### src/rtl/tmr_pkg.sv
package tmr_pkg;
  localparam logic [1:0] SRC_OFF = 2'd0;
  localparam logic [1:0] SRC_INT = 2'd1;
  localparam logic [1:0] SRC_EXT = 2'd2;

  localparam int CB_RSTEN = 4;
  localparam int CB_BSEL  = 5;
  localparam int CB_WSEL  = 6;
  localparam int CB_GEN   = 7;

  localparam logic [1:0] A_CTRL = 2'd0;
  localparam logic [1:0] A_FLAG = 2'd1;
  localparam logic [1:0] A_LOW  = 2'd2;
  localparam logic [1:0] A_HIGH = 2'd3;

  typedef struct packed {
    logic inc;
    logic zero;
    logic clrByte;
    logic clrWord;
  } tmrStrobe_t;
endpackage

### src/rtl/tmr_ctrl.sv
module tmr_ctrl
  import tmr_pkg::*;
#(
  parameter int BYTE_W = 8,
  parameter int PRE_W  = 3
) (
  input  logic              clk,
  input  logic              rst,
  input  logic              halfTick,
  input  logic              cntPin,
  input  logic              rstPin,
  input  logic              wrEn,
  input  logic [1:0]        addr,
  input  logic [BYTE_W-1:0] wrData,
  output logic [BYTE_W-1:0] ctrlReg,
  output tmrStrobe_t        strobe
);
  localparam int SPAN_W = PRE_W + 1;

  logic             phase;
  logic             sampC, sampR;
  logic             stLate, stNext;
  logic [PRE_W-1:0] preCnt;

  logic firstPt, edgeC, edgeR, rstHit, ctrlWr, cfgChg, srcTick, wrap, preClr;
  logic [SPAN_W-1:0] span;
  logic [PRE_W-1:0]  preLast;

  always_comb begin
    firstPt = halfTick & ~phase;
    edgeC   = halfTick & ~sampC & cntPin;
    edgeR   = halfTick & ~sampR & rstPin;
    rstHit  = edgeR & ctrlReg[CB_RSTEN];
    ctrlWr  = wrEn & (addr == A_CTRL);
    cfgChg  = ctrlWr & (wrData[3:0] != ctrlReg[3:0]);
    srcTick = firstPt & ((ctrlReg[1:0] == SRC_INT) |
                         ((ctrlReg[1:0] == SRC_EXT) & stNext));
    span    = SPAN_W'(1) << ctrlReg[3:2];
    preLast = PRE_W'(span - SPAN_W'(1));
    wrap    = srcTick & (preCnt == preLast);
    preClr  = rstHit | cfgChg;

    strobe.inc     = wrap & ~preClr;
    strobe.zero    = rstHit;
    strobe.clrByte = wrEn & (addr == A_FLAG) & wrData[0];
    strobe.clrWord = wrEn & (addr == A_FLAG) & wrData[1];
  end

  always_ff @(posedge clk) begin
    if (rst) begin
      phase   <= 1'b0;
      sampC   <= 1'b1;
      sampR   <= 1'b1;
      stLate  <= 1'b0;
      stNext  <= 1'b0;
      preCnt  <= '0;
      ctrlReg <= '0;
    end else begin
      if (halfTick) begin
        phase <= ~phase;
        sampC <= cntPin;
        sampR <= rstPin;
        if (firstPt) begin
          stNext <= edgeC | stLate;
          stLate <= 1'b0;
        end else if (edgeC) begin
          stLate <= 1'b1;
        end
      end
      if (preClr)       preCnt <= '0;
      else if (wrap)    preCnt <= '0;
      else if (srcTick) preCnt <= preCnt + PRE_W'(1);
      if (ctrlWr) ctrlReg <= wrData;
    end
  end
endmodule

### src/rtl/tmr_count.sv
module tmr_count
  import tmr_pkg::*;
#(
  parameter int BYTE_W = 8
) (
  input  logic                clk,
  input  logic                rst,
  input  tmrStrobe_t          strobe,
  output logic [2*BYTE_W-1:0] cntVal,
  output logic                byteFlag,
  output logic                wordFlag
);
  localparam int CNT_W = 2 * BYTE_W;

  logic byteOvP, wordOvP, step;

  assign step = strobe.inc & ~strobe.zero;

  always_ff @(posedge clk) begin
    if (rst) begin
      cntVal   <= '0;
      byteOvP  <= 1'b0;
      wordOvP  <= 1'b0;
      byteFlag <= 1'b0;
      wordFlag <= 1'b0;
    end else begin
      if (strobe.zero)  cntVal <= '0;
      else if (step)    cntVal <= cntVal + CNT_W'(1);
      byteOvP  <= step & (cntVal[BYTE_W-1:0] == '1);
      wordOvP  <= step & (cntVal == '1);
      byteFlag <= byteOvP | (byteFlag & ~strobe.clrByte);
      wordFlag <= wordOvP | (wordFlag & ~strobe.clrWord);
    end
  end
endmodule

### src/rtl/prescaled_timer.sv
module prescaled_timer
  import tmr_pkg::*;
#(
  parameter int BYTE_W = 8
) (
  input  logic              clk,
  input  logic              rst,
  input  logic              halfTick,
  input  logic              cntPin,
  input  logic              rstPin,
  input  logic              wrEn,
  input  logic [1:0]        addr,
  input  logic [BYTE_W-1:0] wrData,
  output logic [BYTE_W-1:0] rdData,
  output logic              irq
);
  localparam int CNT_W = 2 * BYTE_W;

  tmrStrobe_t        strobe;
  logic [BYTE_W-1:0] ctrlReg;
  logic [CNT_W-1:0]  cntVal;
  logic              byteFlag, wordFlag;

  tmr_ctrl #(.BYTE_W(BYTE_W)) u_ctrl (
    .clk(clk), .rst(rst), .halfTick(halfTick), .cntPin(cntPin), .rstPin(rstPin),
    .wrEn(wrEn), .addr(addr), .wrData(wrData), .ctrlReg(ctrlReg), .strobe(strobe)
  );

  tmr_count #(.BYTE_W(BYTE_W)) u_count (
    .clk(clk), .rst(rst), .strobe(strobe),
    .cntVal(cntVal), .byteFlag(byteFlag), .wordFlag(wordFlag)
  );

  always_comb begin
    unique case (addr)
      A_CTRL:  rdData = ctrlReg;
      A_FLAG:  rdData = {{(BYTE_W-2){1'b0}}, wordFlag, byteFlag};
      A_LOW:   rdData = cntVal[BYTE_W-1:0];
      default: rdData = cntVal[CNT_W-1:BYTE_W];
    endcase
    irq = ctrlReg[CB_GEN] & ((ctrlReg[CB_BSEL] & byteFlag) |
                             (ctrlReg[CB_WSEL] & wordFlag));
  end
endmodule

### config.mk
export PLATFORM = sky130hd
export DESIGN_NAME = prescaled_timer
export DESIGN_NICKNAME = d
export VERILOG_FILES = /design/src/rtl/tmr_pkg.sv /design/src/rtl/tmr_ctrl.sv /design/src/rtl/tmr_count.sv /design/src/rtl/prescaled_timer.sv
export SDC_FILE = /design/constraint.sdc
export NUM_CORES = 1
export LEC_CHECK = 0
export CAP_MARGIN = 20
export CORE_UTILIZATION = 35
export CTS_CLUSTER_SIZE = 30
export DETAILED_ROUTE_END_ITERATION = 12
export GPL_ROUTABILITY_DRIVEN = 0
export SYNTH_ARGS = -nofsm -noshare
export SYNTH_HDL_FRONTEND = slang
export SYNTH_SLANG_ARGS = --single-unit
### constraint.sdc
create_clock -name clk -period 5.3 [get_ports clk]
set_input_delay 0.53 -clock clk [delete_from_list [all_inputs] [get_ports clk]]
set_output_delay 0.53 -clock clk [all_outputs]
set_load 0.02 [all_outputs]
==> flow_summary.yaml <==
timing:
  final_hold_viol_count: 0
  fin_worst_skew_ns: 0.00658
  min_period_ns: 3.13
  post-route-period-util: 0.590
  setup_ws_ns: 2.17
  setup_tns_ns: 0
  rsz0062_at_grt: "no"
  timing.hold.ws_ns: 0.445
  maxSlewViolCount: 0
  maxSlewHeadroom: 0.284
  setup_viol: 0
  max_freq_mhz: 320
  tightest_slew_ns: 1.07
clock_tree:
  cts_made_buffers: 5
  cts_resized: 0
  cts_tree: "done"
  path_clk_slew_ns: 0.07
  clk_latency_ns: 0.28
  holdBufCountCts: 0
  cts_root_buf: "clkbuf_8"
  cts_setup_buffers: 0
  cts.sinks: 36
  cts_buffer_depth: 2
  ctsHtreeMaxLevel: 2
synthesis:
  synthArstFlopShare: 0
  ys_ff_latch: 36
  seq_area_frac_synth: 0.388
  synth_cell_types: 38
  synth_nets: 238
  syn_inst: 220
  netlist.area_leader.share: 0.388
  synth.cell_area_mm2: 0.00186
  yosys-top-cells-area: "dfxtp_1 (39%), a21oi_1 (7.0%), nand2_1 (5.5%), or3_1 (4.0%), o21ai_0 (3.8%)"
  yosysMostFrequentCell: "dfxtp_1"
  ys_top_cells_by_count: "dfxtp_1 (36), nand2_1 (27), a21oi_1 (26), o21ai_0 (14), or3_1 (12)"
  synth_edf_count: 0
  yosysTopAreaCell: "dfxtp_1"
  yosys_warnings: 0
  synth.avg_cell_area_um2: 8.45
  synth-main-ff-cell: "dfxtp_1"
global_routing:
  grt.overflow.total: 0
  grt_util_all_layers: 0.168
  grt_pass1_wl_um: 6930
  grt_max_degree: 33
  grt_pass1_vias: 1427
  antenna_found_initial: 0
power_and_ir_drop:
  powerDensity_mw_per_mm2: 238
  p_leak_nw: 0.766
  p_total_mw: 0.532
  peakVddDrop_v: 0.0000790
floorplan:
  core_region_area_mm2: 0.00511
  start_util: 0.364
  fp-row-count: 26
  io_pins: 25
  dieArea_mm2: 0.00560
  die_h_um: 74.9
  die_w_um: 74.9
detailed_routing:
  first_pass_iters: 4
  ant_nets: 0
  wirelength_um: 4360
  drc: 0
  post_drt_wl_per_cell_um: 14.1
  drtIter0Drc: 87
  vias_per_cell: 5.29
  vias: 1640
placed_design:
  dp_cells: 303
  placed_area_mm2: 0.00214
  dp_hpwl_um: 3200
  place_ws_ns: 2.16
  io_buffers: 24
min_path:
  hold_class: "flip-flop to flip-flop"
  min-delay-start: "u_count.wordOvP$_SDFF_PP0_"
finish:
  final_core_util: 0.438
  antenna_cells: 0
  stdcell_area_mm2: 0.00224
  fin_cells: 310
  area_growth_pct: 20.4
  layout-drive-gt1-share: 0.0792
  nets: 258
run_status:
  status: "complete, no violations"
setup_path:
  endpoint: "rdData[3]"
  worst_ep_arrival_time_ns: 2.60
  r2r-end: "u_count.cntVal[15]$_SDFFE_PP0P_"
  start_kind: "input pin"
  r2r_start: "u_ctrl.ctrlReg[2]$_SDFFE_PP0P_"
  crit_start: "addr[0]"
  path_class: "input pin to output pin"
  setup.worst_path.end_class: "output pin"
  required_ns: 4.77
  reg2reg_slack_ns: 2.88
  crit_path_max_fanout: 11
  r2r_cells: 5
job:
  drv_cap: 0
==> cell usage in the layout (no fill, tap or decap), drive strengths merged, types with 2 or more instances in the layout <==
master	netlist	routed
o21a	3	3
nand4	4	4
dfxtp	36	36
or3	12	12
clkdlybuf4s50	0	24
and3	4	4
and4	3	3
mux4	2	2
nor3	7	7
a22o	6	6
ha	2	2
nand2	27	27
xor2	6	6
mux2	6	6
and2	4	4
clkbuf	6	7
nor2	11	11
nand2b	3	3
a211o	2	2
nand4b	2	2
a21oi	26	26
nor2b	7	7
nand3	9	9
o21ai	14	14
==> sequential cells by signal, summed over array words and instances, names as in the netlist <==
register / cells
u_count.byteOvP: 1
u_count.cntVal: 16
u_ctrl.ctrlReg: 8
u_ctrl.stLate: 1
u_ctrl.phase: 1
u_count.byteFlag: 1
u_ctrl.sampR: 1
u_ctrl.stNext: 1
u_ctrl.sampC: 1
u_count.wordOvP: 1
u_count.wordFlag: 1
u_ctrl.preCnt: 3
==> worst max-delay path: stages <==
cell	delay (ns)
clkdlybuf4s50_1	0.67
nor2_1	0.55
a22o_1	0.24
clkdlybuf4s50_1	0.60
==> power breakdown <==
| group | internal, mW | switching, mW |
|---|---|---|
| clock network | 0.116 | 0.0927 |
| registers | 0.275 | 0.00402 |
| logic | 0.0215 | 0.0234 |
| total | 0.412 | 0.120 |
==> routing by layer <==
layer / GRT usage / vias up / wire [um]
met5: 0 / - / 0
met1: 0.232 / 770 / 2250
met3: 0.0348 / 5 / 123
li1: - / 843 / -
met4: 0.0776 / 0 / 61
met2: 0.251 / 22 / 1920
==> kinds of logic (layout without fill, tap and decap cells) <==
group | Yosys count | count (layout) | share of synthesized area
adder cells (fa/ha/maj) | 2 | 2 | 0.0135
multiplexers | 8 | 8 | 0.0606
flip-flops | 36 | 36 | 0.388
XOR/XNOR | 6 | 6 | 0.0283
AO/OA/AOI/OAI | 58 | 58 | 0.203
buffers and inverters | 12 | 32 | 0.0263
AND/OR/NAND/NOR | 98 | 98 | 0.280
==> how the worst min path moves through the flow <==
stage | slack [ns] | depth (start not counted) | to
final | 0.45 | 2 | u_count.wordFlag$_SDFF_PP0_
after global routing | 0.47 | 2 | u_count.wordFlag$_SDFF_PP0_
after CTS | 0.45 | 2 | u_count.wordFlag$_SDFF_PP0_
after detailed placement | 0.43 | 2 | u_count.wordFlag$_SDFF_PP0_
after global placement | 0.42 | 2 | u_count.wordFlag$_SDFF_PP0_
after floorplan | 0.41 | 2 | u_count.byteFlag$_SDFF_PP0_
==> final cells by class <==
cell class	count	area [um2]
multi-input combinational	172	1090
tap	70	87.6
inverter	1	3.75
clock buffer	7	96.3
fill	523	2870
timing repair buffer	24	240
sequential	36	721
Power figures use the tool's default switching activity.
